[src/rtl/rshr_pkg.sv]
package rshr_pkg;

  // Limits a requested shift distance to the largest meaningful one.
  function automatic int clamp_shift(input int req, input int width);
    return (req > width - 1) ? width - 1 : req;
  endfunction

endpackage

[src/rtl/rshr_shift_stage.sv]
module rshr_shift_stage #(
  parameter int WIDTH = 16,
  localparam int SHW  = $clog2(WIDTH) + 1
) (
  input  logic [WIDTH-1:0] din,
  input  logic [SHW-1:0]   shamt,
  output logic [WIDTH-1:0] shifted,
  output logic             round_up
);

  localparam logic [SHW-1:0] MAX_SH = SHW'(WIDTH - 1);

  logic [SHW-1:0] amt_eff;

  always_comb begin
    amt_eff = SHW'(rshr_pkg::clamp_shift(int'(shamt), WIDTH));
  end

  // Sign-filling shift of the dividend.
  always_comb begin
    shifted = WIDTH'($signed(din) >>> amt_eff);
  end

  // Top bit of the discarded field; none exists when nothing is shifted.
  always_comb begin
    round_up = 1'b0;
    for (int k = 0; k < WIDTH; k++) begin
      if (amt_eff == SHW'(k + 1)) round_up = din[k];
    end
  end

  always_comb begin

    sign_kept_chk: assert (shifted[WIDTH-1] == din[WIDTH-1]);

    if (shamt == '0) begin
      zero_shift_chk: assert (shifted == din && !round_up);
    end

    clamp_range_chk: assert (amt_eff <= MAX_SH);
  end

endmodule

[src/rtl/rshr_inc_chain.sv]
module rshr_inc_chain #(
  parameter int WIDTH = 16
) (
  input  logic [WIDTH-1:0] prop,
  input  logic             cin,
  output logic [WIDTH-1:0] sum
);

  logic [WIDTH-1:0] carry;

  assign carry[0] = cin;

  // Each carry looks straight back to the carry-in through the propagate bits.
  for (genvar i = 1; i < WIDTH; i++) begin : g_carry
    assign carry[i] = cin & (&prop[i-1:0]);
  end

  assign sum = prop ^ carry;

  always_comb begin

    inc_value_chk: assert (sum == prop + {{(WIDTH-1){1'b0}}, cin});

    if (cin && (&prop)) begin
      wrap_zero_chk: assert (sum == '0);
    end
    for (int i = 1; i < WIDTH; i++) begin

      carry_prefix_chk: assert (!carry[i] || carry[i-1]);
    end
  end

endmodule

[src/rtl/rshr_round_top.sv]
module rshr_round_top #(
  parameter int WIDTH = 16,
  localparam int SHW  = $clog2(WIDTH) + 1
) (
  input  logic [WIDTH-1:0] din,
  input  logic [SHW-1:0]   shamt,
  output logic [WIDTH-1:0] dout
);

  logic [WIDTH-1:0] shifted;
  logic             round_up;

  rshr_shift_stage #(.WIDTH(WIDTH)) u_shift (
    .din      (din),
    .shamt    (shamt),
    .shifted  (shifted),
    .round_up (round_up)
  );

  rshr_inc_chain #(.WIDTH(WIDTH)) u_inc (
    .prop (shifted),
    .cin  (round_up),
    .sum  (dout)
  );

  always_comb begin

    if (shamt == '0) begin
      pass_through_chk: assert (dout == din);
    end

    if (!round_up) begin
      no_round_chk: assert (dout == shifted);
    end
  end

endmodule

[config.mk]
export PLATFORM = sky130hd
export DESIGN_NAME = rshr_round_top
export DESIGN_NICKNAME = d
export VERILOG_FILES = /design/src/rtl/rshr_pkg.sv /design/src/rtl/rshr_shift_stage.sv /design/src/rtl/rshr_inc_chain.sv /design/src/rtl/rshr_round_top.sv
export SDC_FILE = /design/constraint.sdc
export NUM_CORES = 1
export LEC_CHECK = 0
export BUFFER_PORTS_ARGS = -buffer_cell sky130_fd_sc_hd__buf_2
export CORE_UTILIZATION = 54
export DETAILED_ROUTE_END_ITERATION = 8
export PLACE_DENSITY_LB_ADDON = 0.1
export SLEW_MARGIN = 20
export SYNTH_ARGS = -nofsm -noshare
export SYNTH_HDL_FRONTEND = slang
export SYNTH_SLANG_ARGS = --single-unit
[constraint.sdc]
create_clock -name vclk -period 4.8
set_clock_uncertainty 0.1 [all_clocks]
set_input_delay 0 -clock vclk [all_inputs]
set_output_delay 0 -clock vclk [all_outputs]
set_load 0.1 [all_outputs]
### Word level (Yosys, flattened, before mapping)

Cells that the tools add are included.

* flip-flop bits (word level): 0
* word-level logic and storage cells: 65

* bitwise logic cells: 16
* equality and inequality tests: 16
* order comparisons: 1
* reduce and logical (&&, ||, !) cells: 14
* muxes and demuxes: 17
* shift-type cells: 1

Operator list (count)
* 5-bit by 4-bit == test with 1-bit output, second input constant: 8
* 5-bit by 3-bit == test with 1-bit output, second input constant: 4
* 1-bit two-way mux: 16
* 16-bit by 5-bit >>> shifter with 16-bit output: 1
* 16-bit bitwise XOR: 1
* 1-bit AND: 15
* 15-bit AND reduction: 1
* 14-bit AND reduction: 1
* 13-bit AND reduction: 1
* 12-bit AND reduction: 1
* 11-bit AND reduction: 1
* 5-bit by 2-bit == test with 1-bit output, second input constant: 2
* 10-bit AND reduction: 1
* 9-bit AND reduction: 1
* 8-bit AND reduction: 1
* 7-bit AND reduction: 1
* 6-bit AND reduction: 1
* 5-bit by 1-bit == test with 1-bit output, second input constant: 1
* 5-bit == test, second input constant: 1
* 5-bit by 4-bit > comparator with 1-bit output, second input constant: 1
* 5-bit two-way mux: 1
* 5-bit AND reduction: 1
* 4-bit AND reduction: 1
* 3-bit AND reduction: 1
* 2-bit AND reduction: 1

### Logic depth before layout (Yosys ltp)

* depth after elaboration: 21
* gate-level depth with buffers: 11

### Hierarchy

From an unflattened synthesis, not the netlist that was laid out.

* cells, all modules: 170
* area, all modules: 1268.7 um^2

Modules (own cells, without submodules)
* rshr_shift_stage: cells an instance 130, area each 964.7 um^2, instances 1, sequential area each 0.0 um^2
* rshr_inc_chain: cells an instance 40, area each 304.0 um^2, instances 1, sequential area each 0.0 um^2

### Worst setup path before layout

Ideal clock, no wire load.

* path kind: in2out
* from: input port shamt[1]
* to: output port dout[14]
* stages: 10
* setup slack: 0.573 ns
* data arrival time: 4.127 ns
* path through: buf_2 > buf_6 > buf_2 > a22oi_1 > o21ai_0 > a32o_2 > nor4_4 > nand3_2 > o311a_1 > a211oi_1

* cells in the longest elaborated chain, start to end: 21

Ends and longest elaborated chain
* from (decl): line rshr_round_top.sv:6 `input logic [SHW-1:0] shamt,`
* 5-bit by 4-bit > comparator with 1-bit output: line rshr_pkg.sv:5 `return (req > width - 1) ? width - 1 : req;`
* 5-bit two-way mux *: line rshr_pkg.sv:5
* 5-bit by 1-bit == test with 1-bit output: line rshr_shift_stage.sv:28 `if (amt_eff == SHW'(k + 1)) round_up = din[k];`
* 1-bit two-way mux (16 in series): line rshr_shift_stage.sv:28
* 1-bit AND: line rshr_inc_chain.sv:15 `assign carry[i] = cin & (&prop[i-1:0]);`
* 16-bit bitwise XOR *: line rshr_inc_chain.sv:18 `assign sum = prop ^ carry;`
* to (decl): line rshr_round_top.sv:7 `output logic [WIDTH-1:0] dout`

Every way passes the cells marked *; elsewhere a longest branch is shown, timed or not.

### Worst setup path after layout

* from: input port shamt[1]
* to: output port dout[10]

The elaborated chain is that of the path after synthesis.

==> results.py <==
metrics = {
    "grt": {
        "grt_first_pass_wirelength_um": 8420,
        "grt_usage_pct": 31.9,
        "overflow": 0,
        "grt_start_max_net_pins": 43,
        "grt_pass1_vias": 1698,
        "antenna_found_initial": 0,
    },
    "cells_and_area": {
        "multi_input_area_sq_um": 1450,
        "fillers": 278,
        "fin_area_sq_um": 1720,
        "area_growth_pct": 7.17,
        "fin_nets": 284,
        "drive_gt1_share_pct": 21.5,
        "post-route-util_pct": 61.9,
        "register_area_sq_um": 0,
        "antenna_cells": 0,
        "clkbuf_count": 0,
        "layout.cells.non_filler": 291,
        "seq_cell_count": 0,
    },
    "synth": {
        "synth.area.mux_share_pct": 12.0,
        "ys_top_cells_by_area": "nand2_1 (5.4%), a21oi_1 (5.0%), mux2i_1 (5.0%)",
        "synth_top_family_by_area": "compound AO/OA/AOI/OAI gates",
        "syn_inst": 243,
        "ys_seq_area_share_pct": 0,
        "synth_compound_area_share_pct": 40.1,
        "syn-cell-area_sq_um": 1610,
        "yosysWarnings": 0,
        "synth_xor_area_share_pct": 6.00,
        "yosys.area_share.simple_pct": 31.6,
        "yosysUniqueCellTypes": 61,
        "syn_area_per_cell_sq_um": 6.61,
        "yosysTopAreaCell": "nand2_1",
        "synthAdderAreaFrac_pct": 0.779,
        "synth_fp_nets": 265,
        "synth_top_cell_area_share_pct": 5.38,
    },
    "floorplan": {
        "num_rows": 19,
        "pin_count": 37,
        "die-height_um": 56.5,
        "dieArea_sq_um": 3200,
        "coreArea_sq_um": 2780,
        "die_w_um": 56.5,
        "start_util_pct": 57.7,
    },
    "timing": {
        "setup_viol": 0,
        "layout_setup_ws_ns": 1.21,
        "slew_viol_final": 0,
        "rsz0062_at_grt": "false",
        "fin_crit_ns": 3.59,
        "slew_headroom_pct": 52.3,
        "worst_pin_slew_ns": 0.716,
        "tns_ns": 0,
        "fmaxAchievable_mhz": 278,
        "hold_violations": 0,
        "finalCritPeriodShare_pct": 74.8,
        "holdWs_ns": 0.567,
    },
    "critical_path": {
        "critPathLaunchType": "input port",
        "critPathMaxStageDelay_ns": 0.55,
        "crit_chain": "buf_2 > or2_1 > o221ai_1 > o21ai_1 > a32oi_1 > nor4_4 > nand3_2 > or4_1 > nand3_1 > buf_2",
        "cp_max_fo": 39,
        "crit_type": "input port to output pin",
        "slowest_stage": "buf_2",
        "arrival_ns": 3.49,
        "worstSetupEndpointType": "output pin",
        "required_ns": 4.70,
        "cp_common_cell": "buf_2",
    },
    "clocking": {
        "post-cts-setup-buffer-count": 0,
        "cts_resized": 0,
        "hold_buffers": 0,
    },
    "placed_design": {
        "dp_hpwl_um": 3660,
        "gp_congestion": 0.967,
        "pre_cts_ws_ns": 1.30,
        "numPortBuffers": 37,
        "dp.cells": 291,
        "dpl_cell_area_sq_um": 1720,
    },
    "routing": {
        "routed_wl_um": 5000,
        "via_count": 2013,
        "wl_per_cell_um": 17.2,
        "drtIter0Drc": 138,
        "via_per_inst": 6.92,
        "drt_drc_violations_left": 0,
        "firstDrtPassIters": 7,
        "drtAntennaViolNets": 0,
    },
    "power_and_ir_drop": {
        "switching_share_pct": 76.1,
        "internal-power_mw": 0.0722,
        "power_frac_seq_pct": 0,
        "p_per_area_nw_per_um2": 176,
        "p_comb_share_pct": 100.0,
        "p_leak_nw": 0.662,
        "ir_drop_uv": 250,
        "p_total_mw": 0.302,
        "clkPwrFrac_pct": 0,
        "power_switching_mw": 0.230,
    },
    "job": {
        "maxCapViolCount": 0,
    },
    "run_status": {
        "status": "completed",
    },
    "hold_path": {
        "hp-class": "input port to output pin",
    },
}
==> cells in the final DEF, fill, tap and decap left out, types with 2 or more instances in the layout <==
| cell type | netlist | final |
|---|---|---|
| a21o_1 | 2 | 2 |
| a31oi_1 | 5 | 5 |
| o21ai_0 | 16 | 16 |
| or3_1 | 4 | 4 |
| xor2_1 | 8 | 8 |
| a311oi_1 | 3 | 3 |
| a22oi_1 | 2 | 2 |
| nor2_1 | 18 | 18 |
| nand2_1 | 23 | 23 |
| and3_1 | 3 | 3 |
| nor2b_1 | 6 | 6 |
| nor3_1 | 9 | 9 |
| o21a_1 | 4 | 4 |
| o211ai_1 | 6 | 6 |
| inv_1 | 10 | 10 |
| mux2_2 | 7 | 7 |
| mux2i_1 | 8 | 8 |
| nand2b_1 | 2 | 2 |
| o21ai_1 | 4 | 4 |
| buf_2 | 12 | 37 |
| a32oi_1 | 2 | 2 |
| nand4_1 | 2 | 2 |
| a211oi_1 | 4 | 4 |
| a221o_1 | 3 | 3 |
| a2bb2oi_1 | 2 | 2 |
| nor3b_1 | 3 | 3 |
| nor3_2 | 3 | 3 |
| or2_1 | 4 | 4 |
| o311a_1 | 2 | 2 |
| o221a_1 | 2 | 2 |
| a21oi_1 | 16 | 16 |
| o22ai_1 | 2 | 2 |
| nand3_1 | 9 | 9 |
| xnor2_1 | 3 | 3 |
| o211a_1 | 2 | 2 |
==> cells by family (layout without fill, tap and decap cells) <==
family | after synthesis | count (layout)
buffers and inverters | 31 | 48
adders and majority gates | 1 | 1
muxes | 17 | 17
xor gates and xnor gates | 11 | 11
and+or+nand+nor | 94 | 94
AOI/OAI and AO/OA | 89 | 89
==> path summary, 6_finish.rpt <==
path | cells after the start | start | slack (ns) | end
worst min-delay path | 4 | din[15] | 0.57 | dout[14]
worst max-delay path | 10 | shamt[1] | 1.21 | dout[10]
==> metal layers <==
layer | up-vias | track usage, % | share of wire, %
met5 | - | 0 | 0
met4 | 0 | 5.57 | 1.1
met3 | 8 | 1.61 | 11
met2 | 136 | 46.1 | 43
met1 | 904 | 51.5 | 45
li1 | 965 | - | -
==> Yosys cell counts, drive strengths merged, types with 4 or more instances <==
cell type / instances
a211oi: 4
a21oi: 16
a31oi: 5
buf: 16
clkbuf: 5
inv: 10
mux2: 8
mux2i: 8
nand2: 23
nand3: 10
nor2: 18
nor2b: 6
nor3: 12
o211ai: 6
o21a: 4
o21ai: 20
or2: 4
or3: 4
xor2: 8
==> power by group through the flow <==
stage,Sequential (mW),Clock [mW],Combinational [mW]
after floorplan,0,0,0.249
after global placement,0,0,0.297
after detailed placement,0,0,0.297
after CTS,0,0,0.299
after global routing,0,0,0.319
final,0,0,0.302
==> area by class of cell <==
type,instances,area share [%]
multi-input combinational,212,84.4
tap,31,2.25
inverter,10,2.18
timing repair buffer,38,11.2
==> critical path: cells and delay by family <==
family	cells	cell delay, ns
compound gates	3	0.81
simple gates	5	1.70
buf+inv	2	0.97
No activity file was read; power rests on OpenSTA's default activity.
